`src/rtl/usbh_cfg_pkg.sv`:
```
package usbh_cfg_pkg;

    localparam int DATA_W      = 32;
    localparam int LINK_OFF_W  = 12;
    localparam int SMALL_OFF_W = 10;

    // access width codes
    localparam logic [1:0] SZ_BYTE = 2'd0;
    localparam logic [1:0] SZ_HALF = 2'd1;
    localparam logic [1:0] SZ_WORD = 2'd2;

    // host window layout
    localparam logic [11:0] HOST_REV_OFF  = 12'h000;
    localparam logic [11:0] HOST_SYS_OFF  = 12'h010;
    localparam logic [11:0] HOST_STAT_OFF = 12'h014;
    localparam logic [11:0] HOST_CFG_OFF  = 12'h040;
    localparam logic [11:0] HOST_DBG_OFF  = 12'h044;

    localparam logic [31:0] HOST_REV_VAL  = 32'h0000_0010;
    localparam logic [31:0] HOST_STAT_VAL = 32'h0000_0007;
    localparam logic [31:0] HOST_SYS_MSK  = 32'h0000_311D;
    localparam logic [31:0] HOST_CFG_MSK  = 32'h0000_1F3D;
    localparam logic [31:0] HOST_DBG_MSK  = 32'h000F_00FF;
    localparam int          SOFT_RST_BIT  = 1;

    // link window layout
    localparam logic [11:0] LINK_REV_OFF  = 12'h000;
    localparam logic [11:0] LINK_SYS_OFF  = 12'h010;
    localparam logic [11:0] LINK_STAT_OFF = 12'h014;
    localparam logic [11:0] LINK_IST_OFF  = 12'h018;
    localparam logic [11:0] LINK_IEN_OFF  = 12'h01C;

    localparam logic [31:0] LINK_REV_VAL  = 32'h0000_0001;
    localparam logic [31:0] LINK_STAT_VAL = 32'h0000_0001;
    localparam logic [31:0] LINK_SYS_MSK  = 32'hFFFF_FEE0;
    localparam logic [31:0] LINK_SYS_RST  = 32'h0000_0001;

    // extension window layout
    localparam logic [11:0] EXT_ULPI_OFF  = 12'h0A4;
    localparam logic [31:0] EXT_ULPI_MSK  = 32'hF000_0000;

    typedef struct packed {
        logic [DATA_W-1:0] sys;
        logic [DATA_W-1:0] cfg;
        logic [DATA_W-1:0] dbg;
    } host_regs_t;

    localparam host_regs_t HOST_RST = '{
        sys: 32'h0000_0001,
        cfg: 32'h0000_0700,
        dbg: 32'h0000_0020
    };

    typedef struct packed {
        logic [DATA_W-1:0] rdata;
        logic              err;
    } resp_t;

endpackage

```
`src/rtl/usbh_host_win.sv`:
```
module usbh_host_win
    import usbh_cfg_pkg::*;
#(
    parameter int OFF_W = SMALL_OFF_W
) (
    input  logic              clk,
    input  logic              rst_n,
    input  logic              sel_i,
    input  logic              wr_i,
    input  logic              word_i,
    input  logic [OFF_W-1:0]  off_i,
    input  logic [DATA_W-1:0] wdata_i,
    output resp_t             resp_o,
    output logic              soft_rst_o
);

    host_regs_t regs_d, regs_q;

    always_comb begin
        regs_d       = regs_q;
        resp_o       = '0;
        soft_rst_o   = 1'b0;
        if (sel_i) begin
            if (!word_i) begin
                resp_o.err = 1'b1;
            end else if (off_i == OFF_W'(HOST_REV_OFF)) begin
                if (wr_i) resp_o.err = 1'b1;
                else      resp_o.rdata = HOST_REV_VAL;
            end else if (off_i == OFF_W'(HOST_STAT_OFF)) begin
                if (wr_i) resp_o.err = 1'b1;
                else      resp_o.rdata = HOST_STAT_VAL;
            end else if (off_i == OFF_W'(HOST_SYS_OFF)) begin
                if (wr_i) begin
                    regs_d.sys = wdata_i & HOST_SYS_MSK;
                    if (wdata_i[SOFT_RST_BIT]) begin
                        regs_d     = HOST_RST;
                        soft_rst_o = 1'b1;
                    end
                end else begin
                    resp_o.rdata = regs_q.sys;
                end
            end else if (off_i == OFF_W'(HOST_CFG_OFF)) begin
                if (wr_i) regs_d.cfg = wdata_i & HOST_CFG_MSK;
                else      resp_o.rdata = regs_q.cfg;
            end else if (off_i == OFF_W'(HOST_DBG_OFF)) begin
                if (wr_i) regs_d.dbg = wdata_i & HOST_DBG_MSK;
                else      resp_o.rdata = regs_q.dbg;
            end else begin
                resp_o.err = 1'b1;
            end
        end
    end

    always_ff @(posedge clk or negedge rst_n) begin
        if (!rst_n) regs_q <= HOST_RST;
        else        regs_q <= regs_d;
    end

    assert_softrst_vals_R3: assert property (@(posedge clk) disable iff (!rst_n)
        soft_rst_o |=> (regs_q == HOST_RST));

    assert_badwidth_hold_R8: assert property (@(posedge clk) disable iff (!rst_n)
        (sel_i && !word_i) |=> $stable(regs_q));

endmodule

```
`src/rtl/usbh_link_win.sv`:
```
module usbh_link_win
    import usbh_cfg_pkg::*;
#(
    parameter int OFF_W = LINK_OFF_W
) (
    input  logic              clk,
    input  logic              rst_n,
    input  logic              sel_i,
    input  logic              wr_i,
    input  logic              word_i,
    input  logic [OFF_W-1:0]  off_i,
    input  logic [DATA_W-1:0] wdata_i,
    input  logic              soft_rst_i,
    output resp_t             resp_o
);

    logic [DATA_W-1:0] sys_d, sys_q;

    always_comb begin
        sys_d  = sys_q;
        resp_o = '0;
        if (soft_rst_i) begin
            sys_d = LINK_SYS_RST;
        end
        if (sel_i) begin
            if (!word_i) begin
                resp_o.err = 1'b1;
            end else if (off_i == OFF_W'(LINK_REV_OFF)) begin
                if (wr_i) resp_o.err = 1'b1;
                else      resp_o.rdata = LINK_REV_VAL;
            end else if (off_i == OFF_W'(LINK_STAT_OFF)) begin
                if (wr_i) resp_o.err = 1'b1;
                else      resp_o.rdata = LINK_STAT_VAL;
            end else if (off_i == OFF_W'(LINK_IST_OFF) ||
                         off_i == OFF_W'(LINK_IEN_OFF)) begin
                if (wr_i) resp_o.err = 1'b1;
                else      resp_o.rdata = '0;
            end else if (off_i == OFF_W'(LINK_SYS_OFF)) begin
                if (wr_i) sys_d = wdata_i & LINK_SYS_MSK;
                else      resp_o.rdata = sys_q;
            end else begin
                resp_o.err = 1'b1;
            end
        end
    end

    always_ff @(posedge clk or negedge rst_n) begin
        if (!rst_n) sys_q <= LINK_SYS_RST;
        else        sys_q <= sys_d;
    end

    assert_link_softrst_R3: assert property (@(posedge clk) disable iff (!rst_n)
        (soft_rst_i && !sel_i) |=> (sys_q == LINK_SYS_RST));

    assert_link_badwidth_R8: assert property (@(posedge clk) disable iff (!rst_n)
        (sel_i && !word_i && !soft_rst_i) |=> $stable(sys_q));

endmodule

```
`src/rtl/usbh_ext_win.sv`:
```
module usbh_ext_win
    import usbh_cfg_pkg::*;
#(
    parameter int OFF_W = SMALL_OFF_W
) (
    input  logic              clk,
    input  logic              rst_n,
    input  logic              sel_i,
    input  logic              wr_i,
    input  logic              word_i,
    input  logic [OFF_W-1:0]  off_i,
    input  logic [DATA_W-1:0] wdata_i,
    input  logic              soft_rst_i,
    output resp_t             resp_o
);

    logic [DATA_W-1:0] ulpi_d, ulpi_q;

    always_comb begin
        ulpi_d = ulpi_q;
        resp_o = '0;
        if (sel_i) begin
            if (!word_i) begin
                resp_o.err = 1'b1;
            end else if (off_i == OFF_W'(EXT_ULPI_OFF)) begin
                if (wr_i) ulpi_d = wdata_i & EXT_ULPI_MSK;
                else      resp_o.rdata = ulpi_q;
            end
        end
    end

    always_ff @(posedge clk or negedge rst_n) begin
        if (!rst_n) ulpi_q <= '0;
        else        ulpi_q <= ulpi_d;
    end

    assert_ext_kept_R6: assert property (@(posedge clk) disable iff (!rst_n)
        (soft_rst_i && !sel_i) |=> $stable(ulpi_q));

    assert_ext_badwidth_R8: assert property (@(posedge clk) disable iff (!rst_n)
        (sel_i && !word_i) |=> $stable(ulpi_q));

endmodule

```
`src/rtl/usbh_cfg_regs.sv`:
```
module usbh_cfg_regs
    import usbh_cfg_pkg::*;
(
    input  logic        clk,
    input  logic        rst_n,
    input  logic        sel_link,
    input  logic        sel_host,
    input  logic        sel_ext,
    input  logic        wr_en,
    input  logic [11:0] addr,
    input  logic [1:0]  size,
    input  logic [31:0] wdata,
    output logic [31:0] rdata,
    output logic        err,
    output logic        irq_host,
    output logic        irq_link
);

    logic  word_acc;
    logic  soft_rst;
    resp_t host_resp, link_resp, ext_resp;
    resp_t resp_d, resp_q;

    assign word_acc = (size == SZ_WORD);

    usbh_host_win #(.OFF_W(SMALL_OFF_W)) u_host (
        .clk        (clk),
        .rst_n      (rst_n),
        .sel_i      (sel_host),
        .wr_i       (wr_en),
        .word_i     (word_acc),
        .off_i      (addr[SMALL_OFF_W-1:0]),
        .wdata_i    (wdata),
        .resp_o     (host_resp),
        .soft_rst_o (soft_rst)
    );

    usbh_link_win #(.OFF_W(LINK_OFF_W)) u_link (
        .clk        (clk),
        .rst_n      (rst_n),
        .sel_i      (sel_link),
        .wr_i       (wr_en),
        .word_i     (word_acc),
        .off_i      (addr[LINK_OFF_W-1:0]),
        .wdata_i    (wdata),
        .soft_rst_i (soft_rst),
        .resp_o     (link_resp)
    );

    usbh_ext_win #(.OFF_W(SMALL_OFF_W)) u_ext (
        .clk        (clk),
        .rst_n      (rst_n),
        .sel_i      (sel_ext),
        .wr_i       (wr_en),
        .word_i     (word_acc),
        .off_i      (addr[SMALL_OFF_W-1:0]),
        .wdata_i    (wdata),
        .soft_rst_i (soft_rst),
        .resp_o     (ext_resp)
    );

    // windows return zero when unselected, so their responses merge by OR
    always_comb begin
        resp_d = host_resp | link_resp | ext_resp;
    end

    always_ff @(posedge clk or negedge rst_n) begin
        if (!rst_n) resp_q <= '0;
        else        resp_q <= resp_d;
    end

    assign rdata    = resp_q.rdata;
    assign err      = resp_q.err;
    assign irq_host = 1'b0;
    assign irq_link = 1'b0;

    assert_one_window_R10: assert property (@(posedge clk) disable iff (!rst_n)
        $onehot0({sel_link, sel_host, sel_ext}));

    assert_err_zero_data_R9: assert property (@(posedge clk) disable iff (!rst_n)
        err |-> (rdata == '0));

    assert_irq_low_R11: assert property (@(posedge clk) disable iff (!rst_n)
        !(irq_host || irq_link));

    assert_host_status_R1: assert property (@(posedge clk) disable iff (!rst_n)
        (sel_host && !wr_en && word_acc && addr[SMALL_OFF_W-1:0] == 10'h014)
        |=> (rdata == 32'h7 && !err));

    assert_link_rev_R7: assert property (@(posedge clk) disable iff (!rst_n)
        (sel_link && !wr_en && word_acc && addr == 12'h000)
        |=> (rdata == 32'h1 && !err));

endmodule

```
`config.mk`:
```
export PLATFORM = sky130hd
export DESIGN_NAME = usbh_cfg_regs
export DESIGN_NICKNAME = d
export VERILOG_FILES = /design/src/rtl/usbh_cfg_pkg.sv /design/src/rtl/usbh_host_win.sv /design/src/rtl/usbh_link_win.sv /design/src/rtl/usbh_ext_win.sv /design/src/rtl/usbh_cfg_regs.sv
export SDC_FILE = /design/constraint.sdc
export NUM_CORES = 1
export LEC_CHECK = 0
export ABC_AREA = 0
export BUFFER_PORTS_ARGS = -buffer_cell sky130_fd_sc_hd__buf_4
export CAP_MARGIN = 0
export CORE_ASPECT_RATIO = 0.6
export CORE_MARGIN = 4
export CORE_UTILIZATION = 54
export DETAILED_ROUTE_END_ITERATION = 16
export GPL_TIMING_DRIVEN = 1
export PLACE_DENSITY = 0.79
export SYNTH_ARGS = -nofsm -noshare
export SYNTH_HDL_FRONTEND = slang
export SYNTH_SLANG_ARGS = --single-unit
```
`constraint.sdc`:
```
create_clock -name clk -period 1.58 [get_ports clk]
set_input_delay 0.158 -clock clk [delete_from_list [all_inputs] [get_ports clk]]
set_output_delay 0.158 -clock clk [all_outputs]
set_load 0.01 [all_outputs]
```
Word level (Yosys, flattened, before mapping). Index checks and enable logic that the tools add are counted.

Memories kept: 0. Bits in registers: 147. Input port bits: 52. Memory bits (writable): 0. ROM bits: 0. Bits in latches: 0. Output and inout port bits: 35.

Bitwise logic cells: 4. Equality and inequality tests: 15. Mux-type cells: 55. Reductions and logical operators: 9. Multiply operators: 0. Shift-type cells: 0. Add/sub/neg operators: 0. Divide/modulo/power cells: 0. Magnitude comparators: 0.

Operators by type and width (number): $mux 32 (25); $mux 33 (8); $mux 64 (2); $mux 78 (1); $or 33x33->33 (2); $eq 12x5->1 const B (4); $eq 10x5->1 const B (2); $eq 10x7->1 const B (2); $mux 1 (16); $mux 14 (1); $logic_not 12->1 (1); $eq 10x8->1 const B (1); $logic_not 10->1 (1); $reduce_and 9->1 (1); $reduce_and 8->1 (1); $ne 2x2->1 const B (3); $reduce_and 6->1 (1); $mux 5 (1); $reduce_and 4->1 (1); $reduce_bool 2->1 (2); $mux 3 (1); $ne 3x2->1 const B (1); $eq 2x2->1 const B (1); $ne 2x1->1 const B (1); 2 further kinds (3).

Depth between registers and ports, before layout. Gate-level depths: netlist of the first run.

Word-level depth: 15. Mapped depth: 7. Gate-level depth less buffers: 5.

Hierarchy. Synthesis of the first run repeated with hierarchy kept, for this count alone.

Cell total of the unflattened synthesis: 488. Area, all modules: 5276.3 um^2.

By module, submodules not included: usbh_host_win (instances 1, area an instance 1940.6 um^2, cells each 217); usbh_link_win (instances 1, area an instance 1808.0 um^2, cells each 151); usbh_cfg_regs (instances 1, area an instance 1057.3 um^2, cells each 70); usbh_ext_win (instances 1, area an instance 470.5 um^2, cells each 50).

Least setup slack after synthesis of the first run. No wires, ideal clock.

Path type: in2reg. Start point: in addr[9]. End point: reg u_ext.ulpi_q[28]. Cell stages on the path: 5. Path slack: -0.225 ns. Arrival: 1.680 ns. Data required time: 1.455 ns. Library setup time: 0.125 ns. Buffers on the path: 0. Cell sequence: nor4_4 nand3b_2 or3_1 or3_4 mux2_4.

Cells in the longest elaborated chain, start to end: 2.

RTL lines: start, declared (line usbh_cfg_regs.sv:10) `input logic [11:0] addr,`; $eq 10x8->1 (line usbh_ext_win.sv:25) `end else if (off_i == OFF_W'(EXT_ULPI_OFF)) begin`; $reduce_and 4->1 (no source line); end signal, assigned (line usbh_ext_win.sv:34) `else ulpi_q <= ulpi_d;`; end, declared (line usbh_ext_win.sv:17) `logic [DATA_W-1:0] ulpi_d, ulpi_q;`.

Every way passes these cells. A chain may end at the register's enable or synchronous reset.

Worst setup path after layout of the first run.
Start point: in addr[9]. End point: reg u_ext.ulpi_q[30].

The elaborated chain is that of the path after synthesis.

==> insert_results.sql, run 1 <==
INSERT INTO impl_metrics (metric_group, metric, value, unit) VALUES
('placement', 'globalplace.congestion', '0.967', ''),
('flow_run', 'drv.max_cap_violation_count', '0', ''),
('setup_path', 'cpMaxStageDelayCell', 'sky130_fd_sc_hd__or3_4', ''),
('synth', 'postSynth.topFlopCell', 'sky130_fd_sc_hd__dfrtp_1', ''),
('pwr', 'worst_ir_drop_vdd', '0.000635', 'V'),
('synth', 'synth_area_leader_cell', 'sky130_fd_sc_hd__dfrtp_1', ''),
('floorplan', 'floorplan.die.height', '75.1', 'um'),
('sta', 'setup_slack', '0.00628', 'ns'),
('placement', 'pre_cts_slack', '-0.372', 'ns'),
('cells_and_area', 'final_layout_size_suffix_gt1_share', '35.7', '%'),
('routing', 'wl', '10700', 'um'),
('sta', 'setup_tns', '0', 'ns'),
('clocking', 'cts_clock_pin_slew_for_the_worst_setup_and_hold_paths', '0.07', 'ns'),
('routing', 'drt.antenna.violating_nets', '0', ''),
('routing', 'vias', '3455', ''),
('setup_path', 'critPathRequiredTime', '1.80', 'ns'),
('setup_path', 'critPathMostFrequentCell', 'sky130_fd_sc_hd__or3_4', ''),
('synth', 'synth_enable_flop_cells', '0', ''),
('clocking', 'clock_tree.buffer_depth', '2', ''),
('sta', 'fin_worst_skew', '0.00646', 'ns'),
('clocking', 'clock-sinks', '98', ''),
('clocking', 'cts_htree_levels', '3', ''),
('global_route', 'grt_overflow_total', '0', ''),
('sta', 'report.final.hold_viol_count', '0', ''),
('floorplan', 'initial_util', '55.8', '%'),
('floorplan', 'count_of_boundary_i_o_pins', '87', ''),
('setup_path', 'critical_path.cell_chain', 'buf_4 -> nor4_4 -> nand3b_2 -> or3_4 -> or3_4 -> mux2_4', ''),
('sta', 'grt_setup_unrepaired', 'true', ''),
('synth', 'avgSynthCellArea', '11.2', 'um2'),
('floorplan', 'dieWidth', '120', 'um'),
('synth', 'synthesis.area', '4050', 'um2'),
('run_status', 'outcome', 'complete, no violations', ''),
('pwr', 'pwr_density_cell', '922', 'nW/um2'),
('clocking', 'cts_inserted_buffers', '9', ''),
('pwr', 'power.static_leakage', '2.76', 'nW'),
('routing', 'drt_pre_antenna_iters', '7', ''),
('cells_and_area', 'finalNetCount', '540', ''),
('setup_path', 'maximum_cell_stage_delay_along_the_critical_path', '0.39', 'ns'),
('synth', 'yosys_warnings', '0', ''),
('cells_and_area', 'final_core_utilization', '76.4', '%'),
('global_route', 'grt_start_max_net_pins', '43', ''),
('global_route', 'grt_first_pass_wirelength', '17400', 'um'),
('synth', 'seq_total_area_yosys', '60.7', '%'),
('synth', 'ys_top_cells_by_area', 'sky130_fd_sc_hd__dfrtp_1 57%, sky130_fd_sc_hd__a22o_1 8.4%, sky130_fd_sc_hd__nand2_1 5.7%', ''),
('cells_and_area', 'most-common-layout-cells', '129 x sky130_fd_sc_hd__buf_4, 92 x sky130_fd_sc_hd__dfrtp_1, 61 x sky130_fd_sc_hd__nand2_1, 39 x sky130_fd_sc_hd__a22o_1, 24 x sky130_fd_sc_hd__o21ai_0', ''),
('hold_path', 'timing.hold.worst.class', 'input pin to register', ''),
('floorplan', 'dieArea', '9000', 'um2'),
('placement', 'post-dp-hpwl', '7650', 'um'),
('clocking', 'worst_skew_pair.late_latency', '0.34', 'ns'),
('cells_and_area', 'layout.cells.most_common', 'sky130_fd_sc_hd__buf_4', ''),
('setup_path', 'timing.setup.critical_path_class', 'input pin to register', ''),
('global_route', 'via_count_of_the_first_global_routing_pass', '3377', ''),
('synth', 'synth.distinct_cells', '44', ''),
('setup_path', 'crit_end_element', 'register', ''),
('routing', 'wire_length_per_cell_after_detailed_routing', '18.0', 'um'),
('sta', 'period_share', '99.6', '%'),
('synth', 'synthDominantCellAreaShare', '56.8', '%'),
('sta', 'setup_viol', '0', ''),
('setup_path', 'worst_ep_arrival_time', '1.80', 'ns'),
('routing', 'initialDrtViolationCount', '392', ''),
('global_route', 'grtUsageTotal', '25.3', '%'),
('clocking', 'cts_tree', 'done', ''),
('clocking', 'ctsRootBufferMaster', 'sky130_fd_sc_hd__clkbuf_16', ''),
('cells_and_area', 'number_of_antenna_cells_inserted', '0', ''),
('routing', 'routed_via_density', '5.79', ''),
('cells_and_area', 'areaGrowthSynthToFinish', '36.9', '%'),
('sta', 'max_freq', '635', 'MHz'),
('synth', 'synth_async_sr_flop_share', '100', '%'),
('setup_path', 'worst_setup_sp_type', 'input pin', ''),
('setup_path', 'timing.critical_path.fanout_max', '4', ''),
('synth', 'synth-seq-cells', '98', ''),
('global_route', 'antenna_found_initial', '0', ''),
('sta', 'final.min_clock_period', '1.57', 'ns'),
('sta', 'timing_max_transition_violations_final', '0', ''),
('synth', 'syn-instance-count', '363', ''),
('placement', 'io_buffers', '84', ''),
('floorplan', 'core_area', '7270', 'um2'),
('floorplan', 'std_cell_rows', '24', ''),
('routing', 'post_detailed_route_drc_marker_count', '0', '');
-- critical path, delay by kind of cell --
kind | cells | cell delay (ns)
muxes | 1 | 0.32
and+or+nand+nor | 4 | 1.20
buffers and inverters | 1 | 0.12
-- where the power goes --
part	internal [mW]	switching, mW	total, mW
sequential	2.51	0.00203	2.52
combinational	0.171	0.184	0.354
clock	1.33	0.920	2.25
total	4.01	1.11	5.12
-- kinds of logic (layout without fill, tap and decap cells) --
logic type / Yosys count / in the layout / share of synthesized area [%]
AOI/OAI and AO/OA: 100 / 100 / 17.8
xor gates and xnor gates: 1 / 1 / 0.216
adders and majority gates: 1 / 1 / 0.247
buffers and inverters: 30 / 159 / 3.18
DFF: 98 / 98 / 60.7
muxes: 4 / 4 / 1.48
other: 1 / 2 / 0.0925
and+or+nand+nor: 128 / 128 / 16.3
-- cell type report --
type,count,area (um2)
repair buffers,137,1100
clock buffers,12,256
well taps,104,130
clock inverters,4,58.8
fillers,480,1720
flip-flops and latches,98,2460
inverters,6,22.5
multi-input cells,236,1520
-- sequential cells by signal, indices dropped and copies added, names as in the netlist --
name,cells
u_link.sys_q,32
u_host.regs_q,29
rdata,32
u_ext.ulpi_q,4
err,1
-- per-stage QoR --
stage          instance area (um2)  power [mW]  hold WS, ns  cells
2_1_floorplan                 4110        2.65       -0.138    364
3_3_place_gp                  5160        2.90        0.108    578
3_5_place_dp                  5160        2.91        0.112    578
4_1_cts                       5500        5.14       0.0328    595
5_1_grt                       5550        5.29       0.0338    597
6_report                      5550        5.12       0.0363    597
-- cells in the mapped netlist (2+ instances only) --
library cell and number:
sky130_fd_sc_hd__inv_1 6, sky130_fd_sc_hd__buf_2 7, sky130_fd_sc_hd__nor2b_1 4, sky130_fd_sc_hd__o21ai_0 31, sky130_fd_sc_hd__a22o_1 39, sky130_fd_sc_hd__mux2_4 4, sky130_fd_sc_hd__a32o_1 3, sky130_fd_sc_hd__dfstp_2 6
sky130_fd_sc_hd__nand3_1 6, sky130_fd_sc_hd__o32a_1 2, sky130_fd_sc_hd__a21oi_1 9, sky130_fd_sc_hd__or4_1 2, sky130_fd_sc_hd__o22ai_1 2, sky130_fd_sc_hd__a22oi_1 3, sky130_fd_sc_hd__buf_4 2, sky130_fd_sc_hd__nor4_4 2
sky130_fd_sc_hd__o31ai_1 2, sky130_fd_sc_hd__clkbuf_1 15, sky130_fd_sc_hd__dfrtp_1 92, sky130_fd_sc_hd__nand2_1 62, sky130_fd_sc_hd__nand4_1 7, sky130_fd_sc_hd__nor2_1 12, sky130_fd_sc_hd__nor3_1 7, sky130_fd_sc_hd__a32oi_1 3
sky130_fd_sc_hd__a222oi_1 2, sky130_fd_sc_hd__and2_1 15
-- timing repair --
| action | in CTS | in global routing |
|---|---|---|
| setup endpoints to repair | 2 | 29 |
| buffers inserted | 0 | 2 |
| endpoints found under the hold margin | 25 | 0 |
| resized for setup | 2 | 9 |
| hold buffers | 1 | 0 |
| pin swaps | 0 | 3 |
-- worst paths after layout --
kind | from | endpoint | slack (ns) | cells after the start
setup / recovery | addr[9] | u_ext.ulpi_q[30] | 0.006 | 6
hold / removal | wdata[24] | u_link.sys_q[24] | 0.04 | 2
setup reg to reg | u_host.regs_q[68] | rdata[4] | 0.15 | 4
hold reg to reg | u_host.regs_q[64] | u_host.regs_q[64] | 0.48 | 2
max in group asynchronous | rst_n | u_host.regs_q[42] | 0.70 | 3
min in group asynchronous | rst_n | rdata[30] | 0.31 | 2
-- per-layer routing --
metal	routed length, um	track usage (%)
met5	0	0
met4	65	4.70
met2	4920	39.8
met1	4860	35.6
met3	879	8.11
No activity file was read; power rests on OpenSTA's default activity.
==> inputs of run 2 (changes only) <==
ABC_CLOCK_PERIOD_IN_PS = 1580   (was default)
CORE_UTILIZATION = 57   (was 54)
PLACE_DENSITY = 0.81   (was 0.79)
SYNTH_HIERARCHICAL = 1   (was default)
==> run 2 against run 1 <==
Effect of this change: the run now ends with negative setup slack left; global-route usage is 1.6 points lower; flip-flop and latch count stayed put; utilization is 0.069 points lower; die area is 21% higher; critical path type unchanged; final area is 20% higher; critical endpoint is now u_link/sys_q[13]; critical path depth is 1 lower; wire length is 17% higher; fmax is 7.6% lower; hold slack better by 0.0092 ns; combinational power is 57% higher; synthesized cell count is 34% higher; total power is 1.2% higher.
==> insert_results.sql, run 2 <==
INSERT INTO impl_metrics (metric_group, metric, value, unit) VALUES
('run_status', 'outcome', 'finished with violations', ''),
('run_status', 'violations', 'negative setup slack', ''),
('synth', 'synthesis.area', '5280', 'um2'),
('routing', 'drt_pre_antenna_iters', '5', ''),
('floorplan', 'dieWidth', '132', 'um'),
('clocking', 'cts_htree_levels', '3', ''),
('sta', 'setup_viol', '26', ''),
('setup_path', 'cpMaxStageDelayCell', 'sky130_fd_sc_hd__or4_4', ''),
('routing', 'wl', '12600', 'um'),
('floorplan', 'core_area', '8750', 'um2'),
('setup_path', 'timing.critical_path.fanout_max', '32', ''),
('synth', 'synth_area_leader_cell', 'sky130_fd_sc_hd__dfrtp_1', ''),
('placement', 'io_buffers', '84', ''),
('sta', 'grt_setup_unrepaired', 'true', ''),
('cells_and_area', 'areaGrowthSynthToFinish', '26.6', '%'),
('synth', 'synth.distinct_cells', '57', ''),
('sta', 'timing_max_transition_violations_final', '0', ''),
('setup_path', 'timing.setup.critical_path_class', 'input pin to register', ''),
('placement', 'pre_cts_slack', '-0.460', 'ns'),
('synth', 'yosys.area_share.adder', '0.190', '%'),
('synth', 'yosysMostFrequentCell', 'sky130_fd_sc_hd__dfrtp_1', ''),
('synth', 'dominant_combinational_cell_family_by_area_after_synthesis', 'simple AND/OR/NAND/NOR gates', ''),
('placement', 'post_dp_cell_area', '6290', 'um2'),
('synth', 'synth_xor_xnor_area_share', '0.166', '%'),
('cells_and_area', 'final_layout_size_suffix_gt1_share', '36.2', '%'),
('cells_and_area', 'layout.cells.most_common', 'sky130_fd_sc_hd__buf_4', ''),
('global_route', 'grt_first_pass_wirelength', '20100', 'um'),
('clocking', 'cts_tree', 'done', ''),
('floorplan', 'count_of_boundary_i_o_pins', '87', ''),
('cells_and_area', 'number_of_antenna_cells_inserted', '0', ''),
('cells_and_area', 'fillCellCount', '573', ''),
('sta', 'setup_tns', '-2.56', 'ns'),
('setup_path', 'maximum_cell_stage_delay_along_the_critical_path', '0.56', 'ns'),
('routing', 'initialDrtViolationCount', '245', ''),
('cells_and_area', 'finalNetCount', '663', ''),
('setup_path', 'critPathRequiredTime', '1.80', 'ns'),
('setup_path', 'crit_end_element', 'register', ''),
('global_route', 'grtUsageTotal', '23.7', '%'),
('synth', 'synthDominantCellAreaShare', '43.6', '%'),
('floorplan', 'dieArea', '10900', 'um2'),
('placement', 'post-dp-hpwl', '8620', 'um'),
('sta', 'period_share', '108', '%'),
('synth', 'yosys.area_share.simple', '24.2', '%'),
('placement', 'globalplace.congestion', '0.900', ''),
('synth', 'ys_top_cells_by_area', 'sky130_fd_sc_hd__dfrtp_1 44%, sky130_fd_sc_hd__mux2_4 8.8%, sky130_fd_sc_hd__buf_4 6.4%', ''),
('routing', 'vias', '3815', ''),
('cells_and_area', 'most-common-layout-cells', '128 x sky130_fd_sc_hd__buf_4, 92 x sky130_fd_sc_hd__dfrtp_1, 44 x sky130_fd_sc_hd__conb_1, 37 x sky130_fd_sc_hd__nor2b_1, 37 x sky130_fd_sc_hd__mux2_4', ''),
('pwr', 'worst_ir_drop_vdd', '0.000576', 'V'),
('pwr', 'pwr_density_cell', '776', 'nW/um2'),
('pwr', 'power.static_leakage', '3.62', 'nW'),
('clocking', 'clock-sinks', '98', ''),
('synth', 'synth_async_sr_flop_share', '100', '%'),
('routing', 'drt.antenna.violating_nets', '0', ''),
('clocking', 'cts_inserted_buffers', '9', ''),
('setup_path', 'dominant_delay_contributor_by_cell_family_on_the_critical_path', 'simple AND/OR/NAND/NOR gates', ''),
('setup_path', 'worst_ep_arrival_time', '1.93', 'ns'),
('setup_path', 'worst_setup_sp_type', 'input pin', ''),
('synth', 'postSynth.topFlopCell', 'sky130_fd_sc_hd__dfrtp_1', ''),
('routing', 'post_detailed_route_drc_marker_count', '0', ''),
('synth', 'synth_mux_area_share', '14.5', '%'),
('setup_path', 'crit_buf_inv', '2', ''),
('synth', 'avgSynthCellArea', '10.8', 'um2'),
('routing', 'routed_via_density', '5.24', ''),
('sta', 'report.final.hold_viol_count', '0', ''),
('synth', 'syn-instance-count', '488', ''),
('setup_path', 'critPathMostFrequentCell', 'sky130_fd_sc_hd__or4_4', ''),
('synth', 'seq_total_area_yosys', '46.6', '%'),
('floorplan', 'std_cell_rows', '26', ''),
('floorplan', 'floorplan.die.height', '82.5', 'um'),
('floorplan', 'initial_util', '60.3', '%'),
('synth', 'synth.top_cells.by_count', '92 x sky130_fd_sc_hd__dfrtp_1, 45 x sky130_fd_sc_hd__buf_4, 39 x sky130_fd_sc_hd__nor2b_1, 34 x sky130_fd_sc_hd__nand2_1', ''),
('cells_and_area', 'non_filler_instance_count_after_layout', '728', ''),
('clocking', 'ctsRootBufferMaster', 'sky130_fd_sc_hd__clkbuf_16', ''),
('placement', 'place_inst', '708', ''),
('global_route', 'grt_start_max_net_pins', '38', ''),
('flow_run', 'drv.max_cap_violation_count', '0', ''),
('sta', 'fin_worst_skew', '0.00360', 'ns'),
('sta', 'max_freq', '587', 'MHz'),
('clocking', 'clock_tree.buffer_depth', '2', ''),
('clocking', 'cts_clock_pin_slew_for_the_worst_setup_and_hold_paths', '0.06', 'ns'),
('setup_path', 'critical_path.cell_chain', 'buf_4 -> or4_4 -> or4_4 -> buf_12 -> mux2_4', ''),
('synth', 'yosys_warnings', '6', ''),
('cells_and_area', 'final_core_utilization', '76.3', '%'),
('clocking', 'worst_skew_pair.late_latency', '0.34', 'ns'),
('synth', 'synth-seq-cells', '98', ''),
('synth', 'synth_compound_gate_area_share', '2.96', '%'),
('sta', 'final.min_clock_period', '1.70', 'ns'),
('cells_and_area', 'finish.instance_area', '6680', 'um2'),
('global_route', 'antenna_found_initial', '0', ''),
('global_route', 'grt_overflow_total', '0', ''),
('sta', 'worst_hold_slack', '0.0456', 'ns'),
('synth', 'synth_enable_flop_cells', '0', ''),
('sta', 'setup_slack', '-0.124', 'ns'),
('global_route', 'via_count_of_the_first_global_routing_pass', '3871', ''),
('pwr', 'total_power', '5.18', 'mW'),
('hold_path', 'timing.hold.worst.class', 'input pin to register', ''),
('routing', 'wire_length_per_cell_after_detailed_routing', '17.3', 'um');
[run 2: cell count changes after synthesis, moves of 25 or more]
cell	change
sky130_fd_sc_hd__mux2_4	+27
sky130_fd_sc_hd__buf_4	+43
sky130_fd_sc_hd__or3_1	+32
sky130_fd_sc_hd__and3_1	+32
sky130_fd_sc_hd__o21ai_0	-25
sky130_fd_sc_hd__nor2b_1	+35
sky130_fd_sc_hd__a22o_1	-38
sky130_fd_sc_hd__nand2_1	-28
[run 2: power by group]
part,internal [mW],switching [mW],total [mW]
sequential,2.56,0.0146,2.57
clock,1.15,0.904,2.06
combinational,0.276,0.279,0.555
[run 2: layer usage]
layer	track usage, %	up-vias	part of all wire [%]	wire length, um
li1	-	1813	-	-
met1	33.3	1851	48	6100
met2	37.7	140	45	5610
met3	5.93	11	6.4	802
met4	5.60	0	0.64	81
met5	0	-	0	0
[run 2: worst register-to-register path: stages (launching register included)]
cell,delay [ns]
sky130_fd_sc_hd__dfrtp_1,0.33
sky130_fd_sc_hd__inv_1,0.05
sky130_fd_sc_hd__a21oi_1,0.14
sky130_fd_sc_hd__o21bai_1,0.10
sky130_fd_sc_hd__a2111oi_2,0.47
sky130_fd_sc_hd__or3_1,0.20
[run 2: area by class of cell]
type | instances | area (um2) | area share, %
clock buffers | 12 | 256 | 3.84
clock inverters | 4 | 26.3 | 0.393
inverters | 25 | 93.8 | 1.41
multi-input cells | 336 | 2490 | 37.3
flip-flops and latches | 98 | 2460 | 36.8
well taps | 112 | 140 | 2.10
repair buffers | 141 | 1210 | 18.2
[run 2: repair_timing]
action | CTS | global route
hold buffers | 1 | 0
cloned | 0 | 2
resized for setup | 3 | 4
pin swaps | 0 | 3
endpoints found under the setup margin | 36 | 34
setup buffers | 0 | 1
hold endpoints to repair | 27 | 0
[run 2: path summary, 6_finish.rpt]
path                       slack [ns]         startpoint                 to  cells past startpoint
setup / recovery                -0.12            addr[5]   u_link/sys_q[13]                      5
hold / removal                   0.05          wdata[23]   u_link/sys_q[23]                      2
setup reg to reg                 0.21  u_host/regs_q[36]           rdata[4]                      5
hold reg to reg                  0.51   u_ext/ulpi_q[31]   u_ext/ulpi_q[31]                      1
max in group asynchronous        0.68              rst_n  u_host/regs_q[64]                      3
min in group asynchronous        0.30              rst_n          rdata[26]                      2
[run 2: cells by family (layout without fill, tap and decap cells)]
logic type	Yosys count	in the layout
flops	98	98
simple gates	206	206
fa+ha+maj	1	1
compound gates	24	24
other cells	3	44
xor+xnor	1	1
mux	60	60
buf+inv	95	182
==> inputs of run 3 (changes only) <==
--- a/config.mk
+++ b/config.mk
@@ -8,3 +8,3 @@
 export ABC_AREA = 0
-export ABC_CLOCK_PERIOD_IN_PS = 1580
+export ABC_CLOCK_PERIOD_IN_PS = 2000
 export BUFFER_PORTS_ARGS = -buffer_cell sky130_fd_sc_hd__buf_4
@@ -13,6 +13,6 @@
 export CORE_MARGIN = 4
-export CORE_UTILIZATION = 57
+export CORE_UTILIZATION = 50
 export DETAILED_ROUTE_END_ITERATION = 16
 export GPL_TIMING_DRIVEN = 1
-export PLACE_DENSITY = 0.81
+export PLACE_DENSITY = 0.72
 export SYNTH_ARGS = -nofsm -noshare
==> constraint.sdc (replaced) <==
create_clock -name clk -period 2 [get_ports clk]
set_input_delay 0.5 -clock clk [delete_from_list [all_inputs] [get_ports clk]]
set_output_delay 0.5 -clock clk [all_outputs]
set_load 0.01 [all_outputs]
==> run 3 against run 2 <==
Effect of this change: the flow still finishes with violations (negative setup slack); total power fell by 19%; clock-buffer cell count fell by 2; via count fell by 0.92%; non-clock buffer count fell by 1; cell count rose by 3.0%; global-route usage fell by 2.5 points; critical path type unchanged; critical endpoint is now u_link/sys_q[21]; highest routed layer unchanged.
==> insert_results.sql, run 3 (synthesized netlist as in run 2, its figures left out) <==
INSERT INTO impl_metrics (metric_group, metric, value, unit) VALUES
('placement', 'place_inst', '734', ''),
('sta', 'setup_slack', '-0.0373', 'ns'),
('setup_path', 'critPathRequiredTime', '2.22', 'ns'),
('clocking', 'post_cts_buffers', '0', ''),
('clocking', 'cts_tree', 'done', ''),
('cells_and_area', 'finalNetCount', '662', ''),
('setup_path', 'timing.setup.critical_path_class', 'input pin to register', ''),
('sta', 'worst_hold_slack', '0.140', 'ns'),
('setup_path', 'worst_setup_sp_type', 'input pin', ''),
('floorplan', 'count_of_boundary_i_o_pins', '87', ''),
('pwr', 'pwr_density_cell', '636', 'nW/um2'),
('clocking', 'clock_tree.buffer_depth', '2', ''),
('sta', 'fin_worst_skew', '0.00391', 'ns'),
('setup_path', 'r2r-start', 'u_host/regs_q[36]', ''),
('global_route', 'antenna_found_initial', '0', ''),
('setup_path', 'crit_path_launch', 'addr[5]', ''),
('routing', 'drt_pre_antenna_iters', '4', ''),
('setup_path', 'r2r-end', 'rdata[4]', ''),
('pwr', 'cellInternalPower', '3.20', 'mW'),
('clocking', 'ctsRootBufferMaster', 'sky130_fd_sc_hd__clkbuf_16', ''),
('pwr', 'power.static_leakage', '3.57', 'nW'),
('cells_and_area', 'number_of_antenna_cells_inserted', '0', ''),
('setup_path', 'critical_path.cell_chain', 'buf_4 -> or4_4 -> or4_4 -> buf_12 -> mux2_4', ''),
('pwr', 'combPwrFrac', '10.1', '%'),
('routing', 'routed_via_density', '5.04', ''),
('clocking', 'clock-sinks', '98', ''),
('sta', 'setup_viol', '25', ''),
('setup_path', 'cell_depth_of_the_worst_setup_path', '5', ''),
('placement', 'globalplace.congestion', '0.843', ''),
('setup_path', 'dominant_delay_contributor_by_cell_family_on_the_critical_path', 'simple AND/OR/NAND/NOR gates', ''),
('run_status', 'outcome', 'finished with violations', ''),
('clocking', 'cts_inserted_buffers', '9', ''),
('floorplan', 'floorplan.die.height', '87.6', 'um'),
('setup_path', 'timing.critical_path.fanout_max', '32', ''),
('pwr', 'clock_power_share', '41.3', '%'),
('clocking', 'cts_clock_pin_slew_for_the_worst_setup_and_hold_paths', '0.07', 'ns'),
('setup_path', 'endpoint', 'u_link/sys_q[21]', ''),
('floorplan', 'std_cell_rows', '28', ''),
('global_route', 'grt_start_max_net_pins', '40', ''),
('flow_run', 'drv.max_cap_violation_count', '0', ''),
('sta', 'grt_setup_unrepaired', 'true', ''),
('sta', 'max_freq', '491', 'MHz'),
('pwr', 'swShare', '23.5', '%'),
('global_route', 'via_count_of_the_first_global_routing_pass', '3926', ''),
('run_status', 'violations', 'negative setup slack', ''),
('setup_path', 'r2r.worst_path.cells', '5', ''),
('sta', 'timing_max_transition_violations_final', '0', ''),
('routing', 'vias', '3780', ''),
('setup_path', 'crit_end_element', 'register', ''),
('floorplan', 'core_area', '10100', 'um2'),
('clocking', 'holdBufCountCts', '0', ''),
('routing', 'initialDrtViolationCount', '268', ''),
('cells_and_area', 'most-common-layout-cells', '135 x sky130_fd_sc_hd__buf_4, 92 x sky130_fd_sc_hd__dfrtp_1, 44 x sky130_fd_sc_hd__conb_1, 37 x sky130_fd_sc_hd__nor2b_1, 34 x sky130_fd_sc_hd__nand2_1', ''),
('placement', 'io_buffers', '84', ''),
('setup_path', 'maximum_cell_stage_delay_along_the_critical_path', '0.57', 'ns'),
('routing', 'wire_length_per_cell_after_detailed_routing', '16.6', 'um'),
('floorplan', 'dieWidth', '141', 'um'),
('pwr', 'worst_ir_drop_vdd', '0.000411', 'V'),
('global_route', 'grt_overflow_total', '0', ''),
('global_route', 'grt_first_pass_wirelength', '20400', 'um'),
('floorplan', 'dieArea', '12300', 'um2'),
('sta', 'final.min_clock_period', '2.04', 'ns'),
('sta', 'relSlewSlack', '64.5', '%'),
('placement', 'post-dp-hpwl', '8930', 'um'),
('pwr', 'sequentialPowerShare', '48.6', '%'),
('routing', 'post_detailed_route_drc_marker_count', '0', ''),
('global_route', 'grtUsageTotal', '21.3', '%'),
('cells_and_area', 'final_layout_size_suffix_gt1_share', '34.5', '%'),
('floorplan', 'initial_util', '52.3', '%'),
('setup_path', 'crit_buf_inv', '2', ''),
('setup_path', 'critPathMostFrequentCell', 'sky130_fd_sc_hd__or4_4', ''),
('sta', 'tightest_slew', '0.533', 'ns'),
('setup_path', 'worst_ep_arrival_time', '2.26', 'ns'),
('cells_and_area', 'layout.cells.most_common', 'sky130_fd_sc_hd__buf_4', ''),
('routing', 'drt.antenna.violating_nets', '0', ''),
('cells_and_area', 'non_filler_instance_count_after_layout', '750', ''),
('clocking', 'cts_htree_levels', '3', ''),
('cells_and_area', 'areaGrowthSynthToFinish', '24.6', '%'),
('setup_path', 'reg2reg_setup_slack', '0.71', 'ns'),
('routing', 'wl', '12400', 'um'),
('hold_path', 'timing.hold.worst.class', 'input pin to async pin', ''),
('sta', 'period_share', '102', '%'),
('sta', 'report.final.hold_viol_count', '0', ''),
('pwr', 'power.switching', '0.980', 'mW'),
('cells_and_area', 'fillCellCount', '851', ''),
('clocking', 'worst_skew_pair.late_latency', '0.34', 'ns'),
('setup_path', 'cpMaxStageDelayCell', 'sky130_fd_sc_hd__or4_4', '');
run 3: worst min path at each step:
| stage | start | end | slack [ns] | cells past startpoint |
|---|---|---|---|---|
| 6_report | rst_n | u_link/sys_q[3] | 0.14 | 1 |
| 5_1_grt | rst_n | rdata[16] | 0.17 | 1 |
| 4_1_cts | rst_n | u_link/sys_q[3] | 0.14 | 1 |
| 3_5_place_dp | u_ext/ulpi_q[28] | u_ext/ulpi_q[28] | 0.49 | 1 |
| 3_3_place_gp | u_host/regs_q[72] | u_host/regs_q[72] | 0.48 | 1 |
| 2_1_floorplan | rst_n | err | 0.20 | 0 |
run 3: layer usage:
layer | routed length, um | GRT usage (%) | vias to the layer above | part of all wire, %
li1 | - | - | 1804 | -
met5 | 0 | 0 | - | 0
met3 | 816 | 5.07 | 7 | 6.6
met2 | 5470 | 32.9 | 116 | 44
met4 | 97 | 4.75 | 0 | 0.78
met1 | 6030 | 30.8 | 1853 | 49
run 3: what timing repair did:
item                                    CTS  global route
endpoints found under the hold margin     0             0
resized for setup                         0             1
pin swaps                                 0             0
endpoints found under the setup margin   21            35
run 3: area by class of cell:
cell class	instances	area [um2]	share of cell area, %
Clock buffer	10	229	3.48
Clock inverter	6	67.6	1.03
Multi-Input combinational cell	336	2440	37.1
Inverter	25	93.8	1.43
Tap cell	135	169	2.57
Timing Repair Buffer	140	1110	16.9
Sequential cell	98	2460	37.4
run 3: power by group through the flow:
stage          clock network [mW]  registers (mW)  logic, mW
2_1_floorplan                   0            2.08      0.181
3_3_place_gp                    0            2.07      0.417
3_5_place_dp                    0            2.07      0.423
4_1_cts                      1.77            2.03      0.425
5_1_grt                      1.87            2.03      0.467
6_report                     1.73            2.03      0.423
run 3: worst reg2reg max path, cell delays in order, from the launching register on:
cell	delay (ns)
sky130_fd_sc_hd__dfrtp_1	0.32
sky130_fd_sc_hd__inv_1	0.05
sky130_fd_sc_hd__a21oi_1	0.13
sky130_fd_sc_hd__o21bai_1	0.08
sky130_fd_sc_hd__a2111oi_0	0.47
sky130_fd_sc_hd__or3_1	0.18
run 3: through the flow:
| stage | utilization, % | setup slack [ns] | power [mW] | instance area, um2 | setup TNS, ns |
|---|---|---|---|---|---|
| 6_report | 65.2 | -0.0373 | 4.18 | 6570 | -0.570 |
| 5_1_grt | 65.2 | -0.0269 | 4.37 | 6570 | -0.387 |
| 4_1_cts | 65.1 | -0.0185 | 4.22 | 6570 | -0.132 |
| 3_5_place_dp | 62.1 | -0.382 | 2.49 | 6270 | -24.20 |
| 3_3_place_gp | 62.1 | -0.369 | 2.48 | 6270 | -23.52 |
| 2_1_floorplan | - | -0.279 | 2.27 | 5460 | -12.67 |
